## src/rtl/nand_seq_pkg.sv

```systemverilog
package nand_seq_pkg;

  typedef enum logic [2:0] {
    OP_READ   = 3'd0,
    OP_PROG   = 3'd1,
    OP_ERASE  = 3'd2,
    OP_STATUS = 3'd3,
    OP_ID     = 3'd4,
    OP_RESET  = 3'd5
  } opcode_e;

  typedef enum logic [1:0] {
    BK_CMD1,
    BK_ADDR,
    BK_DATA,
    BK_CMD2
  } byteKind_e;

  // strobes from control to datapath
  typedef struct packed {
    logic      latchReq;   // capture request, take bus, start guard high phase
    logic      sendByte;   // drive next byte and start a write pulse
    byteKind_e kind;
    logic [1:0] addrIdx;
    opcode_e   op;
    logic      releaseCe;
  } dpCtl_t;

  function automatic logic [7:0] leadCode(opcode_e op);
    case (op)
      OP_READ:   return 8'h00;
      OP_PROG:   return 8'h80;
      OP_ERASE:  return 8'h60;
      OP_STATUS: return 8'h70;
      OP_ID:     return 8'h90;
      default:   return 8'hFF;
    endcase
  endfunction

  function automatic logic [7:0] confirmCode(opcode_e op);
    case (op)
      OP_PROG:  return 8'h10;
      OP_ERASE: return 8'hD0;
      default:  return 8'h00;
    endcase
  endfunction

endpackage

```

## src/rtl/nand_seq_dp.sv

```systemverilog
module nand_seq_dp
  import nand_seq_pkg::*;
#(
  parameter int ADDR_W = 19,
  parameter int STRB_W = 4
) (
  input  logic              clk,
  input  logic              rstN,
  input  dpCtl_t            ctl,
  input  logic [ADDR_W-1:0] reqAddr,
  input  logic [7:0]        wrData,
  input  logic [STRB_W-1:0] strobeClks,
  input  logic              nandRb,
  output logic              byteDone,
  output logic              rbReady,
  output logic              nandCeN,
  output logic              nandCle,
  output logic              nandAle,
  output logic              nandWeN,
  output logic [7:0]        nandIo
);

  localparam int ADDR_BYTES = (ADDR_W + 7) / 8;
  localparam int PAD_W      = 8 * ADDR_BYTES;
  localparam logic [STRB_W-1:0] MIN_HALF = STRB_W'(2);

  logic [PAD_W-1:0]  addrReg;
  logic [STRB_W-1:0] halfReg;
  logic [STRB_W-1:0] cnt;
  logic              active;
  logic              lowPhase;
  logic [1:0]        rbPipe;
  logic [7:0]        nextByte;

  always_comb begin
    case (ctl.kind)
      BK_CMD1: nextByte = leadCode(ctl.op);
      BK_CMD2: nextByte = confirmCode(ctl.op);
      BK_DATA: nextByte = wrData;
      default: nextByte = addrReg[ctl.addrIdx*8 +: 8];
    endcase
  end

  assign byteDone = active && !lowPhase && (cnt == halfReg - 1'b1);
  assign rbReady  = rbPipe[1];

  always_ff @(posedge clk) begin
    if (!rstN) begin
      rbPipe <= 2'b11;
    end else begin
      rbPipe <= {rbPipe[0], nandRb};
    end
  end

  always_ff @(posedge clk) begin
    if (!rstN) begin
      addrReg  <= '0;
      halfReg  <= MIN_HALF;
      cnt      <= '0;
      active   <= 1'b0;
      lowPhase <= 1'b0;
      nandCeN  <= 1'b1;
      nandCle  <= 1'b0;
      nandAle  <= 1'b0;
      nandWeN  <= 1'b1;
      nandIo   <= '0;
    end else if (ctl.latchReq) begin
      addrReg  <= PAD_W'(reqAddr);
      halfReg  <= (strobeClks < MIN_HALF) ? MIN_HALF : strobeClks;
      nandCeN  <= 1'b0;
      nandCle  <= 1'b0;
      nandAle  <= 1'b0;
      nandWeN  <= 1'b1;
      active   <= 1'b1;
      lowPhase <= 1'b0;
      cnt      <= '0;
    end else if (ctl.sendByte) begin
      nandIo   <= nextByte;
      nandCle  <= (ctl.kind == BK_CMD1) || (ctl.kind == BK_CMD2);
      nandAle  <= (ctl.kind == BK_ADDR);
      nandWeN  <= 1'b0;
      active   <= 1'b1;
      lowPhase <= 1'b1;
      cnt      <= '0;
    end else if (ctl.releaseCe) begin
      nandCeN  <= 1'b1;
      nandCle  <= 1'b0;
      nandAle  <= 1'b0;
    end else if (active) begin
      if (cnt == halfReg - 1'b1) begin
        cnt <= '0;
        if (lowPhase) begin
          lowPhase <= 1'b0;
          nandWeN  <= 1'b1;
        end else begin
          active <= 1'b0;
        end
      end else begin
        cnt <= cnt + 1'b1;
      end
    end
  end

  AST_CLE_ALE_EXCL: assert property (@(posedge clk) disable iff (!rstN)
    !(nandCle && nandAle));

  AST_WE_NEEDS_CE: assert property (@(posedge clk) disable iff (!rstN)
    !nandWeN |-> !nandCeN);

  AST_BUS_STABLE_LOW: assert property (@(posedge clk) disable iff (!rstN)
    (!nandWeN && $past(!nandWeN)) |-> $stable({nandCle, nandAle, nandIo}));

  AST_LOW_MIN_WIDTH: assert property (@(posedge clk) disable iff (!rstN)
    ($fell(nandWeN) && !ctl.latchReq) |=> !nandWeN);

  AST_HIGH_MIN_WIDTH: assert property (@(posedge clk) disable iff (!rstN)
    $rose(nandWeN) |=> nandWeN);

endmodule

```

## src/rtl/nand_seq_ctrl.sv

```systemverilog
module nand_seq_ctrl
  import nand_seq_pkg::*;
#(
  parameter int LEN_W        = 9,
  parameter int TIMEOUT_CLKS = 4096,
  parameter int ADDR_BYTES   = 3
) (
  input  logic             clk,
  input  logic             rstN,
  input  logic             reqValid,
  input  logic [2:0]       reqOp,
  input  logic [LEN_W-1:0] reqLen,
  input  logic             byteDone,
  input  logic             rbReady,
  output dpCtl_t           ctl,
  output logic             reqReady,
  output logic             wrDataTake,
  output logic             doneOut,
  output logic             errOut
);

  localparam int TMO_W = $clog2(TIMEOUT_CLKS + 1);
  localparam logic [1:0] LAST_IDX  = 2'(ADDR_BYTES - 1);
  localparam logic [1:0] ROW_FIRST = 2'(ADDR_BYTES - 2);
  localparam logic [TMO_W-1:0] TMO_LAST = TMO_W'(TIMEOUT_CLKS - 1);

  typedef enum logic [2:0] {S_IDLE, S_GUARD, S_SEND, S_WAITBSY, S_WAITRDY} state_e;

  state_e           state;
  opcode_e          opReg;
  logic [LEN_W-1:0] lenLeft;
  byteKind_e        phase;
  logic [1:0]       addrIdx;
  logic [TMO_W-1:0] waitCnt;

  logic      accept, advance, waiting, readySeen, timeoutHit, finishing;
  byteKind_e nextKind;
  logic [1:0] nextIdx;
  logic      stepByte, stepFinish, stepWait;

  assign reqReady  = (state == S_IDLE);
  assign accept    = reqValid && ((reqOp == 3'(OP_RESET)) ||
                                  (reqReady && reqOp <= 3'(OP_RESET)));
  assign advance   = (state == S_SEND) && byteDone && !accept;
  assign waiting   = (state == S_WAITBSY) || (state == S_WAITRDY);
  assign readySeen = (state == S_WAITRDY) && rbReady;
  assign timeoutHit = waiting && !readySeen && (waitCnt == TMO_LAST);
  assign finishing = !accept && ((advance && stepFinish) || readySeen || timeoutHit);

  // choose the byte that follows the current one
  always_comb begin
    nextKind   = phase;
    nextIdx    = addrIdx;
    stepByte   = 1'b0;
    stepFinish = 1'b0;
    stepWait   = 1'b0;
    case (phase)
      BK_CMD1: begin
        if (opReg == OP_READ || opReg == OP_PROG) begin
          nextKind = BK_ADDR; nextIdx = '0; stepByte = 1'b1;
        end else if (opReg == OP_ERASE) begin
          nextKind = BK_ADDR; nextIdx = ROW_FIRST; stepByte = 1'b1;
        end else begin
          stepFinish = 1'b1;
        end
      end
      BK_ADDR: begin
        if (addrIdx != LAST_IDX) begin
          nextIdx = addrIdx + 1'b1; stepByte = 1'b1;
        end else if (opReg == OP_PROG) begin
          nextKind = (lenLeft != '0) ? BK_DATA : BK_CMD2; stepByte = 1'b1;
        end else if (opReg == OP_ERASE) begin
          nextKind = BK_CMD2; stepByte = 1'b1;
        end else begin
          stepFinish = 1'b1;
        end
      end
      BK_DATA: begin
        nextKind = (lenLeft != '0) ? BK_DATA : BK_CMD2; stepByte = 1'b1;
      end
      default: stepWait = 1'b1;
    endcase
  end

  always_comb begin
    ctl           = '0;
    ctl.op        = opReg;
    ctl.latchReq  = accept;
    ctl.sendByte  = !accept && (((state == S_GUARD) && byteDone) || (advance && stepByte));
    ctl.kind      = (state == S_GUARD) ? BK_CMD1 : nextKind;
    ctl.addrIdx   = (state == S_GUARD) ? 2'd0 : nextIdx;
    ctl.releaseCe = finishing;
  end

  assign wrDataTake = ctl.sendByte && (ctl.kind == BK_DATA);

  always_ff @(posedge clk) begin
    if (!rstN) begin
      state   <= S_IDLE;
      opReg   <= OP_READ;
      lenLeft <= '0;
      phase   <= BK_CMD1;
      addrIdx <= '0;
      waitCnt <= '0;
      doneOut <= 1'b0;
      errOut  <= 1'b0;
    end else begin
      doneOut <= finishing;
      errOut  <= finishing && timeoutHit;
      if (accept) begin
        state   <= S_GUARD;
        opReg   <= opcode_e'(reqOp);
        lenLeft <= reqLen;
        phase   <= BK_CMD1;
        addrIdx <= '0;
      end else if (ctl.sendByte) begin
        state   <= S_SEND;
        phase   <= ctl.kind;
        addrIdx <= ctl.addrIdx;
        if (ctl.kind == BK_DATA) lenLeft <= lenLeft - 1'b1;
      end else if (finishing) begin
        state <= S_IDLE;
      end else if (advance && stepWait) begin
        state   <= S_WAITBSY;
        waitCnt <= '0;
      end else if (waiting) begin
        waitCnt <= waitCnt + 1'b1;
        if (state == S_WAITBSY && !rbReady) state <= S_WAITRDY;
      end
    end
  end

  AST_TAKE_ONLY_PROG: assert property (@(posedge clk) disable iff (!rstN)
    wrDataTake |-> (opReg == OP_PROG));

  AST_REFUSE_WHEN_BUSY: assert property (@(posedge clk) disable iff (!rstN)
    (reqValid && !reqReady && reqOp != 3'(OP_RESET)) |=> $stable(opReg));

endmodule

```

## src/rtl/nand_cmd_sequencer.sv

```systemverilog
module nand_cmd_sequencer
  import nand_seq_pkg::*;
#(
  parameter int ADDR_W       = 19,
  parameter int LEN_W        = 9,
  parameter int STRB_W       = 4,
  parameter int TIMEOUT_CLKS = 4096
) (
  input  logic              clk,
  input  logic              rstN,
  input  logic              reqValid,
  input  logic [2:0]        reqOp,
  input  logic [ADDR_W-1:0] reqAddr,
  input  logic [LEN_W-1:0]  reqLen,
  input  logic [STRB_W-1:0] strobeClks,
  output logic              reqReady,
  input  logic [7:0]        wrData,
  output logic              wrDataTake,
  output logic              doneOut,
  output logic              errOut,
  output logic              nandCeN,
  output logic              nandCle,
  output logic              nandAle,
  output logic              nandWeN,
  output logic [7:0]        nandIo,
  input  logic              nandRb
);

  localparam int ADDR_BYTES = (ADDR_W + 7) / 8;

  dpCtl_t ctl;
  logic   byteDone;
  logic   rbReady;

  nand_seq_ctrl #(
    .LEN_W(LEN_W), .TIMEOUT_CLKS(TIMEOUT_CLKS), .ADDR_BYTES(ADDR_BYTES)
  ) ctrl_i (
    .clk(clk), .rstN(rstN), .reqValid(reqValid), .reqOp(reqOp), .reqLen(reqLen),
    .byteDone(byteDone), .rbReady(rbReady), .ctl(ctl), .reqReady(reqReady),
    .wrDataTake(wrDataTake), .doneOut(doneOut), .errOut(errOut)
  );

  nand_seq_dp #(
    .ADDR_W(ADDR_W), .STRB_W(STRB_W)
  ) dp_i (
    .clk(clk), .rstN(rstN), .ctl(ctl), .reqAddr(reqAddr), .wrData(wrData),
    .strobeClks(strobeClks), .nandRb(nandRb), .byteDone(byteDone), .rbReady(rbReady),
    .nandCeN(nandCeN), .nandCle(nandCle), .nandAle(nandAle), .nandWeN(nandWeN),
    .nandIo(nandIo)
  );

  AST_CE_RELEASED: assert property (@(posedge clk) disable iff (!rstN)
    doneOut |-> nandCeN);

endmodule

```

## config.mk

```make
export PLATFORM = sky130hd
export DESIGN_NAME = nand_cmd_sequencer
export DESIGN_NICKNAME = d
export VERILOG_FILES = /design/src/rtl/nand_seq_pkg.sv /design/src/rtl/nand_seq_dp.sv /design/src/rtl/nand_seq_ctrl.sv /design/src/rtl/nand_cmd_sequencer.sv
export SDC_FILE = /design/constraint.sdc
export NUM_CORES = 1
export LEC_CHECK = 0
export ABC_AREA = 1
export ABC_CLOCK_PERIOD_IN_PS = 4300
export BUFFER_PORTS_ARGS = -buffer_cell sky130_fd_sc_hd__buf_4
export CAP_MARGIN = 20
export CORE_ASPECT_RATIO = 1.25
export CORE_UTILIZATION = 45
export CTS_BUF_LIST = sky130_fd_sc_hd__clkbuf_8
export CTS_CLUSTER_SIZE = 14
export DETAILED_ROUTE_END_ITERATION = 6
export GPL_TIMING_DRIVEN = 0
export SYNTH_ARGS = -nofsm -noshare
export SYNTH_HDL_FRONTEND = slang
export SYNTH_SLANG_ARGS = --single-unit
```

## constraint.sdc

```tcl
create_clock -name clk -period 4.3 [get_ports clk]
set_clock_uncertainty 0.15 [all_clocks]
set_input_delay 0.43 -clock clk [delete_from_list [all_inputs] [get_ports clk]]
set_output_delay 0.43 -clock clk [all_outputs]
set_load 0.02 [all_outputs]
```

---- After elaboration in Yosys (flattened, before gate mapping) ----
Index checks and enable logic that the tools add are counted.
cells by class
  add/subtract/negate cells ............... 5
  div/mod/pow operators ................... 0
  muxes and demuxes ....................... 61
  bitwise logic cells ..................... 4
  eq/ne operators ......................... 20
  reduce and logical (&&, ||, !) cells .... 60
  multiply operators ...................... 0
  shifts and indexed selects .............. 1
  order comparisons ....................... 2
operators with widths
  cell                                              count
  case mux 8 bit (5 select lines)                   1
  two-way mux 1 bit                                 32
  two-way mux 2 bit                                 15
  two-way mux 9 bit                                 3
  two-way mux 13 bit                                2
  case mux 8 bit (3 select lines)                   1
  indexed part select 24 x 6 -> 8 bit               1
  logical AND 1 bit                                 18
  case mux 8 bit (2 select lines)                   1
  nonzero test 2 bit                                8
  AND reduction 2 bit                               7
  adder 13 x 1 -> 13 bit, second input constant     1
  == test 13 x 12 -> 1 bit, second input constant   1
  == test 3 x 2 -> 1 bit, second input constant     4
  nonzero test 5 bit                                2
  == test 3 bit, second input constant              3
  nonzero test 9 bit                                1
  subtractor 9 x 1 -> 9 bit, second input constant  1
  two-way mux 4 bit                                 2
  AND reduction 4 bit                               2
  nonzero test 4 bit                                2
  logical OR 1 bit                                  7
  == test 2 bit, second input constant              3
  == test 3 x 1 -> 1 bit, second input constant     2
  22 further kinds                                  33
word-level totals
  latch bits .............................. 0
  input bits .............................. 47
  register bits after elaboration ......... 77
  RAM bits ................................ 0
  memories ................................ 0
  bits in read-only memories .............. 0
  logic and storage cells ................. 174

---- Logic depth before layout (Yosys ltp) ----
  depth in word-level cells ............... 13
  depth in mapped cells ................... 16

---- Modules after synthesis ----
A second synthesis with hierarchy kept.
unflattened totals
  cell total of the unflattened synthesis .. 609
  area, all modules ....................... 4330.4 um2
modules (own cells, without submodules)
  module         cells an instance  times used  area each (um2)
  nand_seq_ctrl  341                1           2244.7
  nand_seq_dp    268                1           2085.8

---- Least setup slack after synthesis ----
OpenSTA, ideal clock, no wires.
  path type ............................... flip-flop to output port
  start point ............................. register ctrl_i.addrIdx[0]
  end point ............................... output wrDataTake
  setup slack ............................. 1887 ps
  data required time ...................... 3720 ps
  stages on the path, launching flop included .. 11
  arrival time ............................ 1833 ps
  cell sequence ........................... dfxtp_1 -> inv_1 -> ha_1 -> nand2_1 -> inv_1 -> nand3_1 -> a21oi_1 -> ha_1 -> clkbuf_1 -> inv_1 -> nor2_1
RTL lines
  what                    RTL line                  text
  start, declared         nand_seq_ctrl.sv:33       logic [1:0] addrIdx;
  start signal, assigned  nand_seq_ctrl.sv:119      addrIdx <= ctl.addrIdx;
  end, declared           nand_cmd_sequencer.sv:18  output logic wrDataTake,

==> run_results.csv <==
group,metric,value,unit
worst_setup_path,cp_num_buf_inv,5,
cells_and_area,antenna_cells,0,
cts,ctsResizeCount,0,
grt,grt_overflow,0,
sta,rsz0062_at_grt,"false",
place,dp_hpwl,9.214,mm
power_and_ir_drop,p_total,1.749,mW
cells_and_area,nFillCells,1052,
die,core,10050,um2
power_and_ir_drop,ir_worst_vdd,0.1752,mV
worst_setup_path,slowest_stage,"dfxtp_1",
power_and_ir_drop,p_leak,2.590,nW
place,portBuffers,61,
power_and_ir_drop,powerDensity,319.4,nW/um2
die,rows,41,
worst_setup_path,slowest_delay,330,ps
grt,track_usage,0.2339,
die,die-area,10670,um2
sta,finalHoldViolCount,0,
worst_setup_path,path_cells,"inv_1 > ha_1 > nand2_1 > inv_1 > nand3_1 > a21oi_1 > ha_1 > clkbuf_1 > inv_1 > nor2_1 > buf_4",
synth,yosys-top-cells-area,"dfxtp_1, nand2_1, inv_1",
synth,netlist_instances,675,
route,viasPerCell,5.034,
worst_setup_path,critical-path-top-delay-family,"buffers and inverters",
worst_setup_path,critPathKind,"flop to primary output",
sta,period_minus_slack,3014,ps
run_status,run_status,"completed",
synth,netlist_area,4617,um2
synth,synth.distinct_cells,42,
route,drt_pass1_iterations,5,
cells_and_area,fin_cells,881,
sta,relSlewSlack,0.5749,
cts,htree_num_levels,3,
synth,ys_warn_count,0,
route,vias,4435,
die,start_util,0.4592,
cells_and_area,stdcell_area,5477,um2
grt,grt_pass1_vias,4174,
sta,tns,0,ps
cells_and_area,fin_util,0.5447,
cts,cts_tree,"built",
sta,slew_viol_final,0,
job,max_cap_violations,0,
cts,worst_skew_pair.late_latency,360,ps
sta,fmax,331.8,MHz
sta,tightestPinTransition,637.7,ps
synth,synth-seq-area-share,0.3339,
place,dpl-instance-area,5236,um2
place,place_congestion,0.9233,
cells_and_area,nNetsFinal,806,
worst_setup_path,critPathCaptureType,"primary output",
cells_and_area,drive_above_1_share,0.2194,
cts,cts_sinks,77,
worst_setup_path,cp-start-kind,"flop",
grt,grt_max_degree,13,
route,dr.first_iter.drc_count,199,
worst_setup_path,crit_top_cell,"inv_1",
cts,cts-root-buf,"clkbuf_8",
synth,ys_ff_latch,77,
synth,syn-num-nets,734,
worst_setup_path,crit_required,3720,ps
die,die_h,115.2,um
die,pin_count,63,
hold_path,hp-class,"primary input to flop",
sta,setup_viol,0,
synth,synth_top_area_share,0.3339,
cts,clkTransAtPathRegs,70,ps
worst_setup_path,cp.arrival,2430,ps
die,die_w,92.60,um
route,wl_per_cell,13.53,um
route,drc,0,
cts,cts_buffers,9,
cts,clock_path_buffers,2,
place,dp.cells,865,
worst_setup_path,path_max_fanout,9,
cells_and_area,syn_to_final_growth,18.62,%
cts,cts_setup_buffers,0,
route,drtAntennaViolNets,0,
cts,cts_hold_buf,0,
grt,grt_pass1_wl,19.45,mm
synth,synth_area_leader_cell,"dfxtp_1",
sta,finalCritPeriodShare,0.7010,
grt,antenna_found_initial,0,
route,wirelength,11.92,mm
synth,avgSynthCellArea,6.840,um2
worst_setup_path,r2r_setup_slack,1580,ps
[placed cells by master (no fill, tap or decap), drive strengths merged]
master / netlist / layout
o22ai: 1 / 1
clkinv: 1 / 2
o211a: 5 / 5
or2: 6 / 6
and3: 1 / 1
nor3: 10 / 10
a211oi: 2 / 2
xnor2: 8 / 8
a22oi: 1 / 1
nand2: 183 / 183
nand3b: 2 / 2
o221ai: 1 / 1
bufinv: 0 / 3
o21ai: 49 / 49
a21oi: 47 / 47
inv: 92 / 94
xor2: 11 / 11
ha: 12 / 12
dfxtp: 77 / 77
nand4: 8 / 8
nand3: 54 / 54
a31oi: 1 / 1
clkbuf: 12 / 22
o31ai: 2 / 2
nor2: 78 / 78
buf: 11 / 72
[final cells by class]
class                           instances  area (um2)  area share
Buffer                                 23       133.9     0.02445
Clock inverter                          6       102.6     0.01873
Tap cell                              129       161.4     0.02947
Inverter                               93       349.1     0.06374
Timing Repair Buffer                   61       457.9     0.08362
Clock buffer                           10       137.6     0.02513
Multi-Input combinational cell        482        2592      0.4734
Sequential cell                        77        1541      0.2815
[flip-flops by register name, summed over array words and instances (netlist names), 2 cells and up]
register	cells
ctrl_i.addrIdx	2
ctrl_i.lenLeft	9
ctrl_i.opReg	3
ctrl_i.phase	2
ctrl_i.state	3
ctrl_i.waitCnt	13
dp_i.addrReg	19
dp_i.cnt	4
dp_i.halfReg	4
dp_i.nandIo	8
dp_i.rbPipe	2
[path summary, 6_finish.rpt]
| kind | startpoint | to | depth (start not counted) |
|---|---|---|---|
| worst max-delay path | ctrl_i.addrIdx[0] | wrDataTake | 11 |
| worst min register to register | dp_i.rbPipe[0] | dp_i.rbPipe[1] | 1 |
| worst max register to register | ctrl_i.lenLeft[0] | dp_i.nandIo[2] | 15 |
| worst min-delay path | nandRb | dp_i.rbPipe[0] | 2 |
[report_power, final]
group,switching [mW],total [mW],internal [mW]
Clock,0.270,0.666,0.396
Combinational,0.192,0.310,0.118
Sequential,0.0242,0.773,0.748
Total,0.486,1.75,1.26
[synth_stat cells (all sizes together)]
cell / number
a211oi: 2
a21oi: 47
a22oi: 1
a31oi: 1
and3: 1
buf: 11
clkbuf: 12
clkinv: 1
dfxtp: 77
ha: 12
inv: 92
nand2: 183
nand3: 54
nand3b: 2
nand4: 8
nor2: 78
nor3: 10
o211a: 5
o21ai: 49
o221ai: 1
o22ai: 1
o31ai: 2
or2: 6
xnor2: 8
xor2: 11
[stage by stage]
step / worst slack [ps] / hold slack [ps]
detailed placement: 1593 / 252.1
floorplan: 1887 / 242.5
CTS: 1275 / 93.26
global placement: 1627 / 246.8
global route: 1021 / 109.4
finish: 1286 / 108.6
[per-layer routing]
metal | GRT usage | share of wire | up-vias
li1 | - | - | 2280
met1 | 0.2640 | 0.42 | 2027
met2 | 0.4306 | 0.51 | 107
met3 | 0.04233 | 0.043 | 21
met4 | 0.09583 | 0.026 | 0
met5 | 0 | 0 | -
[logic make-up (layout without fill, tap and decap cells)]
kind of cell / after synthesis / count (layout) / synth area share
AO/OA/AOI/OAI: 109 / 109 / 0.1415
buffers and inverters: 116 / 193 / 0.1046
AND/OR/NAND/NOR: 342 / 342 / 0.3515
adder cells (fa/ha/maj): 12 / 12 / 0.03252
flip-flops: 77 / 77 / 0.3339
XOR/XNOR: 19 / 19 / 0.03604
Power figures use the tool's default switching activity.
